[src/rtl/irq_steer_pkg.sv]
package irq_steer_pkg;

    localparam int NUM_SRC     = 200;
    localparam int WORD_W      = 32;
    localparam int NUM_WORDS   = (NUM_SRC + WORD_W - 1) / WORD_W;
    localparam int PAD_W       = NUM_WORDS * WORD_W;
    localparam int WORD_IDX_W  = $clog2(NUM_WORDS + 1);
    localparam int BANK_W      = 3;
    localparam int ADDR_W      = BANK_W + WORD_IDX_W;
    localparam int SYNC_STAGES = 2;
    localparam int NUM_CFG     = 4;

    typedef enum logic [BANK_W-1:0] {
        BANK_MODE     = 3'd0,
        BANK_POL      = 3'd1,
        BANK_ROUTE    = 3'd2,
        BANK_ENABLE   = 3'd3,
        BANK_CLEAR    = 3'd4,
        BANK_FIQ_STAT = 3'd5,
        BANK_IRQ_STAT = 3'd6,
        BANK_NONE     = 3'd7
    } bank_e;

    typedef struct packed {
        bank_e                 bank;
        logic [WORD_IDX_W-1:0] word;
    } bus_addr_t;

    typedef struct packed {
        logic [NUM_SRC-1:0] edge_mode;
        logic [NUM_SRC-1:0] low_active;
        logic [NUM_SRC-1:0] to_irq;
        logic [NUM_SRC-1:0] enable;
    } src_cfg_t;

    // Reset level of each configuration bank; only the route bank starts at 1.
    function automatic logic cfg_reset_bit(input int bank);
        return (bank == int'(BANK_ROUTE));
    endfunction

    // Extract one 32-bit word of a source vector; words past the end read 0.
    function automatic logic [WORD_W-1:0] get_word(
        input logic [NUM_SRC-1:0]    vec,
        input logic [WORD_IDX_W-1:0] idx
    );
        logic [PAD_W-1:0]  padded;
        logic [WORD_W-1:0] res;
        padded              = '0;
        padded[NUM_SRC-1:0] = vec;
        res                 = '0;
        for (int w = 0; w < NUM_WORDS; w++) begin
            if (idx == WORD_IDX_W'(w)) res = padded[w*WORD_W +: WORD_W];
        end
        return res;
    endfunction

    // Replace one word of a source vector; bits past the last source are dropped.
    function automatic logic [NUM_SRC-1:0] put_word(
        input logic [NUM_SRC-1:0]    vec,
        input logic [WORD_IDX_W-1:0] idx,
        input logic [WORD_W-1:0]     data
    );
        logic [PAD_W-1:0] padded;
        padded              = '0;
        padded[NUM_SRC-1:0] = vec;
        for (int w = 0; w < NUM_WORDS; w++) begin
            if (idx == WORD_IDX_W'(w)) padded[w*WORD_W +: WORD_W] = data;
        end
        return padded[NUM_SRC-1:0];
    endfunction

endpackage

[src/rtl/irq_cfg_bank.sv]
module irq_cfg_bank
    import irq_steer_pkg::*;
#(
    parameter logic RST_BIT = 1'b0
) (
    input  logic                  clk,
    input  logic                  rst,
    input  logic                  wr_en_i,
    input  logic [WORD_IDX_W-1:0] word_i,
    input  logic [WORD_W-1:0]     wdata_i,
    output logic [NUM_SRC-1:0]    bits_o
);

    always_ff @(posedge clk) begin
        if (rst) begin
            bits_o <= {NUM_SRC{RST_BIT}};
        end else if (wr_en_i) begin
            bits_o <= put_word(bits_o, word_i, wdata_i);
        end
    end

endmodule

[src/rtl/irq_src_cond.sv]
module irq_src_cond
    import irq_steer_pkg::*;
(
    input  logic                  clk,
    input  logic                  rst,
    input  logic [NUM_SRC-1:0]    src_i,
    input  logic [NUM_SRC-1:0]    edge_mode_i,
    input  logic [NUM_SRC-1:0]    low_active_i,
    input  logic                  clr_en_i,
    input  logic [WORD_IDX_W-1:0] clr_word_i,
    input  logic [WORD_W-1:0]     clr_data_i,
    output logic [NUM_SRC-1:0]    pend_o
);

    logic [NUM_SRC-1:0] sync_q [SYNC_STAGES];
    logic [NUM_SRC-1:0] active;
    logic [NUM_SRC-1:0] active_q;
    logic [NUM_SRC-1:0] rise;
    logic [NUM_SRC-1:0] clr_vec;
    logic [NUM_SRC-1:0] edge_pend_q;

    always_ff @(posedge clk) begin
        if (rst) sync_q[0] <= '0;
        else     sync_q[0] <= src_i;
    end

    for (genvar s = 1; s < SYNC_STAGES; s++) begin : gen_sync
        always_ff @(posedge clk) begin
            if (rst) sync_q[s] <= '0;
            else     sync_q[s] <= sync_q[s-1];
        end
    end

    always_comb begin
        active  = sync_q[SYNC_STAGES-1] ^ low_active_i;
        rise    = active & ~active_q;
        clr_vec = clr_en_i ? put_word('0, clr_word_i, clr_data_i) : '0;
    end

    always_ff @(posedge clk) begin
        if (rst) begin
            active_q    <= '0;
            edge_pend_q <= '0;
        end else begin
            active_q    <= active;
            // A new edge overrides a clear landing in the same cycle.
            edge_pend_q <= edge_mode_i & (rise | (edge_pend_q & ~clr_vec));
        end
    end

    assign pend_o = (edge_mode_i & edge_pend_q) | (~edge_mode_i & active);

endmodule

[src/rtl/irq_steer.sv]
module irq_steer
    import irq_steer_pkg::*;
(
    input  logic               clk,
    input  logic               rst,
    input  logic [NUM_SRC-1:0] src_i,
    input  logic               bus_wr_i,
    input  logic               bus_rd_i,
    input  logic [ADDR_W-1:0]  bus_addr_i,
    input  logic [WORD_W-1:0]  bus_wdata_i,
    output logic [WORD_W-1:0]  bus_rdata_o,
    output logic               fiq_o,
    output logic               irq_o
);

    bus_addr_t          addr;
    logic [NUM_SRC-1:0] cfg_bits [NUM_CFG];
    src_cfg_t           cfg;
    logic [NUM_SRC-1:0] pend;
    logic [NUM_SRC-1:0] fiq_stat;
    logic [NUM_SRC-1:0] irq_stat;
    logic [NUM_SRC-1:0] mask_bits;
    logic [WORD_W-1:0]  rd_mux;

    assign addr = bus_addr_i;

    for (genvar b = 0; b < NUM_CFG; b++) begin : gen_cfg
        irq_cfg_bank #(
            .RST_BIT (cfg_reset_bit(b))
        ) i_bank (
            .clk     (clk),
            .rst     (rst),
            .wr_en_i (bus_wr_i && (addr.bank == BANK_W'(b))),
            .word_i  (addr.word),
            .wdata_i (bus_wdata_i),
            .bits_o  (cfg_bits[b])
        );
    end

    always_comb begin
        cfg.edge_mode  = cfg_bits[int'(BANK_MODE)];
        cfg.low_active = cfg_bits[int'(BANK_POL)];
        cfg.to_irq     = cfg_bits[int'(BANK_ROUTE)];
        cfg.enable     = cfg_bits[int'(BANK_ENABLE)];
    end

    irq_src_cond i_cond (
        .clk          (clk),
        .rst          (rst),
        .src_i        (src_i),
        .edge_mode_i  (cfg.edge_mode),
        .low_active_i (cfg.low_active),
        .clr_en_i     (bus_wr_i && (addr.bank == BANK_CLEAR)),
        .clr_word_i   (addr.word),
        .clr_data_i   (bus_wdata_i),
        .pend_o       (pend)
    );

    assign mask_bits = cfg.enable;
    assign fiq_stat  = pend & cfg.enable & ~cfg.to_irq;
    assign irq_stat  = pend & cfg.enable &  cfg.to_irq;

    always_comb begin
        unique case (addr.bank)
            BANK_MODE:     rd_mux = get_word(cfg.edge_mode,  addr.word);
            BANK_POL:      rd_mux = get_word(cfg.low_active, addr.word);
            BANK_ROUTE:    rd_mux = get_word(cfg.to_irq,     addr.word);
            BANK_ENABLE:   rd_mux = get_word(cfg.enable,     addr.word);
            BANK_FIQ_STAT: rd_mux = get_word(fiq_stat,       addr.word);
            BANK_IRQ_STAT: rd_mux = get_word(irq_stat,       addr.word);
            default:       rd_mux = '0;
        endcase
    end

    always_ff @(posedge clk) begin
        if (rst) begin
            bus_rdata_o <= '0;
            fiq_o       <= 1'b0;
            irq_o       <= 1'b0;
        end else begin
            bus_rdata_o <= bus_rd_i ? rd_mux : '0;
            fiq_o       <= |fiq_stat;
            irq_o       <= |irq_stat;
        end
    end

endmodule

[config.mk]
export PLATFORM = sky130hd
export DESIGN_NAME = irq_steer
export DESIGN_NICKNAME = d
export VERILOG_FILES = /design/src/rtl/irq_steer_pkg.sv /design/src/rtl/irq_cfg_bank.sv /design/src/rtl/irq_src_cond.sv /design/src/rtl/irq_steer.sv
export SDC_FILE = /design/constraint.sdc
export NUM_CORES = 2
export LEC_CHECK = 0
export BUFFER_PORTS_ARGS = -buffer_cell sky130_fd_sc_hd__buf_2
export CAP_MARGIN = 40
export CORE_MARGIN = 1.5
export CORE_UTILIZATION = 60
export CTS_BUF_LIST = sky130_fd_sc_hd__clkbuf_4 sky130_fd_sc_hd__clkbuf_8 sky130_fd_sc_hd__clkbuf_16
export DETAILED_ROUTE_END_ITERATION = 10
export PLACE_DENSITY_LB_ADDON = 0.05
export SYNTH_ARGS = -nofsm -noshare
export SYNTH_HDL_FRONTEND = slang
export SYNTH_SLANG_ARGS = --single-unit
export TNS_END_PERCENT = 10
[constraint.sdc]
create_clock -name clk -period 2.6 [get_ports clk]
set_input_delay 0.52 -clock clk [delete_from_list [all_inputs] [get_ports clk]]
set_output_delay 0.52 -clock clk [all_outputs]
set_load 0.02 [all_outputs]
==> results.yml, run 1 <==
outcome:
  status: "stopped before the end"
  stop_stage: "global routing"
  error: "[ERROR GRT-0232] Routing congestion too high. Check the congestion heatmap in the GUI."
cts:
  numCtsBuffers: 166
  h-tree-depth: 4
  cts-root-buf: "clkbuf_16"
  clock_path_buffers: 3
  cts_setup_buffers: 0
  clock-sinks: 1634
place:
  port_buffers: 275
  dp_hpwl_um: 267000
  placed_cells: 10810
  gp_congestion: 1.15
logic_synthesis:
  synth_flop_cell: "dfxtp_1"
  ys_seq_area_share_pct: 45.2
  syn_nets: 8762
  syn_area_mm2: 0.0724
  yosys-top-cells-area: "dfxtp_1, nand2_1, a21oi_1, o2111ai_1, nor2b_1"
  syn_inst: 8520
  yosysTopAreaCell: "dfxtp_1"
  synthDistinctLibCells: 79
  synth_top_area_share_pct: 45.2
  synth-seq-cells: 1634
  synth-warning-count: 0
  synth_area_per_cell_um2: 8.49
  async_flop_share_pct: 0
  synth_edf_count: 0
floorplan:
  rows: 127
  fp.dieW_um: 350
  initial_core_util_pct: 60.4
  die_h_um: 350
  io_pins: 276
global_routing:
  antenna_found_initial: 83
  grt_max_degree: 193
  grt_use_total_pct: 75.4
  gr-total-overflow: 67
timing:
  worst_endpoint: "fiq_o$_SDFF_PP0_/D"
  worst_endpoint_kind: "sequential cell input"
[cell families after synthesis]
family | count (synthesis) | share of synthesized area (%)
DFF | 1634 | 45.2
xor gates and xnor gates | 378 | 4.57
buffers and inverters | 843 | 4.85
and+or+nand+nor | 3324 | 21.1
AOI/OAI and AO/OA | 2123 | 19.2
muxes | 218 | 5.05
[layer usage]
metal  global-route usage [%]  overflow
met2                     89.5        31
met4                     67.0        26
met5                     33.8         0
met3                     60.2         5
met1                     80.2         5
[stage by stage]
step           instance area, µm²  hold slack (ns)  worst slack (ns)
2_1_floorplan               72400            0.414             0.343
3_3_place_gp                83400            0.415            -0.725
3_5_place_dp                83400            0.420            -0.679
4_1_cts                     91300           0.0201           0.00199
[synth_stat cells, types with 63 or more instances]
cell / instances
xnor2_1: 200
nor2b_1: 433
a21oi_1: 939
nand2_1: 1715
nand2b_1: 189
dfxtp_1: 1634
inv_1: 217
o211ai_1: 245
nor2_1: 546
mux2i_1: 69
o2111ai_1: 385
nor3b_1: 174
xor2_1: 178
mux4_2: 114
clkbuf_1: 433
o22ai_1: 73
a22oi_1: 72
buf_2: 145
nor3_1: 81
o21ai_0: 139
nand3_1: 63
[timing repair]
action | CTS
resized for setup | 6
gates cloned | 0
hold buffers | 200
setup endpoints to repair | 2
endpoints found under the hold margin | 200
==> inputs of run 2 (changes only) <==
Settings changed: CORE_UTILIZATION 60 to 40, CTS_BUF_LIST sky130_fd_sc_hd__clkbuf_4 sky130_fd_sc_hd__clkbuf_8 sky130_fd_sc_hd__clkbuf_16 to default, PLACE_DENSITY_LB_ADDON 0.05 to 0.15.
==> run 2 against run 1 <==
Effect of this change: synthesized cell count is the same; the run now ends clean; area after synthesis did not move.
==> results.yml, run 2 <==
logic_synthesis:
  synth_area_per_cell_um2: 8.49
  synthDistinctLibCells: 79
  yosysTopAreaCell: "dfxtp_1"
  yosys.cell_count.top_type: "nand2_1"
  synth-seq-cells: 1634
  synth_edf_count: 0
  synth-warning-count: 0
  syn_nets: 8762
  synth_common_cells: "nand2_1, dfxtp_1, a21oi_1"
  ys_seq_area_share_pct: 45.2
  synth_flop_cell: "dfxtp_1"
  yosys-top-cells-area: "dfxtp_1, nand2_1, a21oi_1, o2111ai_1, nor2b_1"
  synth_top_area_share_pct: 45.2
  async_flop_share_pct: 0
  syn_area_mm2: 0.0724
  syn_inst: 8520
drt:
  wl_um: 398000
  num_vias: 74696
  drc_errors: 0
  wl_per_cell_um: 31.8
  antenna_left: 0
  drt-initial-drc-count: 10589
  via_per_inst: 5.96
  first_pass_iters: 7
cts:
  cts_setup_buffers: 0
  clock_path_buffers: 3
  h-tree-depth: 4
  clkLatencyLatePin_ns: 0.86
  cts_tree: "yes"
  cts.clk_slew.worst_paths_ns: 0.07
  cts-root-buf: "clkbuf_16"
  numCtsBuffers: 182
  clock-sinks: 1634
finish:
  instances_no_fill: 12531
  final_common_cell: "nand2_1"
  fin_area_mm2: 0.0965
  final_net_count: 10258
  area_delta_synth_final_pct: 33.3
  drive_above_1_share_pct: 22.6
  top_regs: "gen_cfg.i_bank.bits_o (800), i_cond.sync_q (400)"
  largest_register_ffs: 800
  top_register: "gen_cfg.i_bank.bits_o"
  final_cell_mix: "nand2_1, dfxtp_1, buf_4, a21oi_1, nor2_1"
  fill_cells: 16483
setup_path:
  cp-start-kind: "register"
  worstSetupPathType: "reg2reg"
  critPathRequiredTime_ns: 3.36
  cp_cell_sequence: "buf_4 > o2111ai_1 > o2111ai_1 > nor4_2 > buf_4 > and4_1 > a41oi_1 > buf_4"
  cp-end-kind: "register"
  slowest_delay_ns: 0.46
  critPathMostFrequentCell: "buf_4"
  crit_slowest_cell: "o2111ai_1"
  crit_arrival_ns: 3.35
  worstPathMaxFanout: 4
timing:
  fin_crit_ns: 2.59
  setup_viol: 0
  slew_viol_final: 0
  layout_setup_ws_ns: 0.0115
  fmax_ghz: 0.386
  rsz0062_at_grt: "no"
  clock_skew_ns: 0.0408
  finalCritPeriodShare_pct: 99.6
  finalHoldViolations: 0
  relSlewSlack_pct: 27.3
  tightest_slew_ns: 1.09
floorplan:
  io_pins: 276
  fp.dieW_um: 428
  rows: 155
  die_h_um: 428
  core_mm2: 0.179
  initial_core_util_pct: 40.4
  die_area_mm2: 0.183
power_and_ir_drop:
  p_per_area_mw_per_mm2: 610
  ir_drop_uv: 716
  p_leak_nw: 37.5
  power_mw: 58.8
place:
  place_area_mm2: 0.0878
  port_buffers: 275
  dp_slack_ns: -0.569
  placed_cells: 11985
  dp_hpwl_um: 295000
  gp_congestion: 1.04
global_routing:
  first_global_vias: 68520
  grt_pass1_wl_um: 547000
  grt_use_total_pct: 42.0
  grt_max_degree: 210
  antenna_found_initial: 26
  gr-total-overflow: 0
hold_path:
  hp-class: "in2reg"
job:
  max_cap_violations: 0
outcome:
  status: "finished clean"
## run 2: where the power goes
part / leakage (nW) / switching [mW] / internal [mW]
clock network: 3.18 / 11.5 / 16.8
registers: 13.3 / 0.281 / 25.5
logic: 21.0 / 2.99 / 1.80
## run 2: repair_timing
item                       CTS  global route
gates resized for setup      5            22
hold endpoints to repair   200             0
hold buffers               200             0
setup endpoints to repair    2             2
## run 2: worst max-delay path: cells and delay by family, from the launching register on
family	cells	cell delay, ns
buffers and inverters	3	0.52
AO/OA/AOI/OAI	3	0.97
AND/OR/NAND/NOR	2	0.59
flip-flops	1	0.40
## run 2: layer usage
metal	vias up	part of all wire [%]	global-route usage, %
li1	32771	-	-
met1	36589	42	58.8
met2	4454	40	59.5
met3	872	11	10.6
met4	10	6.0	20.9
met5	-	0.019	0
## run 2: path summary, 6_finish.rpt
| path | depth (start not counted) | from | slack (ns) | to |
|---|---|---|---|---|
| min | 3 | bus_wdata_i[4] | 0.08 | gen_cfg[3].i_bank.bits_o[68]$_SDFFE_PP0P_ |
| max | 8 | gen_cfg[0].i_bank.bits_o[156]$_SDFFE_PP0P_ | 0.01 | fiq_o$_SDFF_PP0_ |
| max reg2reg | 8 | gen_cfg[0].i_bank.bits_o[156]$_SDFFE_PP0P_ | 0.01 | fiq_o$_SDFF_PP0_ |
| min reg2reg | 1 | i_cond.sync_q[0][5]$_SDFF_PP0_ | 0.43 | i_cond.sync_q[1][5]$_SDFF_PP0_ |
## run 2: logic make-up (layout without fill, tap and decap cells)
family	count (synthesis)	in the layout	synth area share [%]
buffers and inverters	843	2490	4.85
DFF	1634	1634	45.2
muxes	218	218	5.05
xor gates and xnor gates	378	378	4.57
AOI/OAI and AO/OA	2123	2123	19.2
and+or+nand+nor	3324	3324	21.1
other	0	9	0
## run 2: per-stage QoR
| step | hold slack [ns] | utilization [%] | TNS (ns) |
|---|---|---|---|
| finish | 0.0796 | 53.9 | 0 |
| global route | 0.0770 | 53.9 | 0 |
| CTS | 0.0376 | 53.8 | 0 |
| detailed placement | 0.420 | 49.0 | -48.26 |
| global placement | 0.418 | 49.0 | -31.16 |
| floorplan | 0.414 | - | 0 |
## run 2: layout make-up
type	instances	area [µm²]	share of cell area [%]
diodes	9	22.5	0.0233
multi-input cells	6043	36600	38.0
clock buffers	263	5430	5.63
inverters	220	836	0.867
flip-flops and latches	1634	32700	33.9
clock inverters	72	1070	1.11
well taps	2355	2950	3.05
repair buffers	1935	16800	17.4
Power figures use the tool's default switching activity.
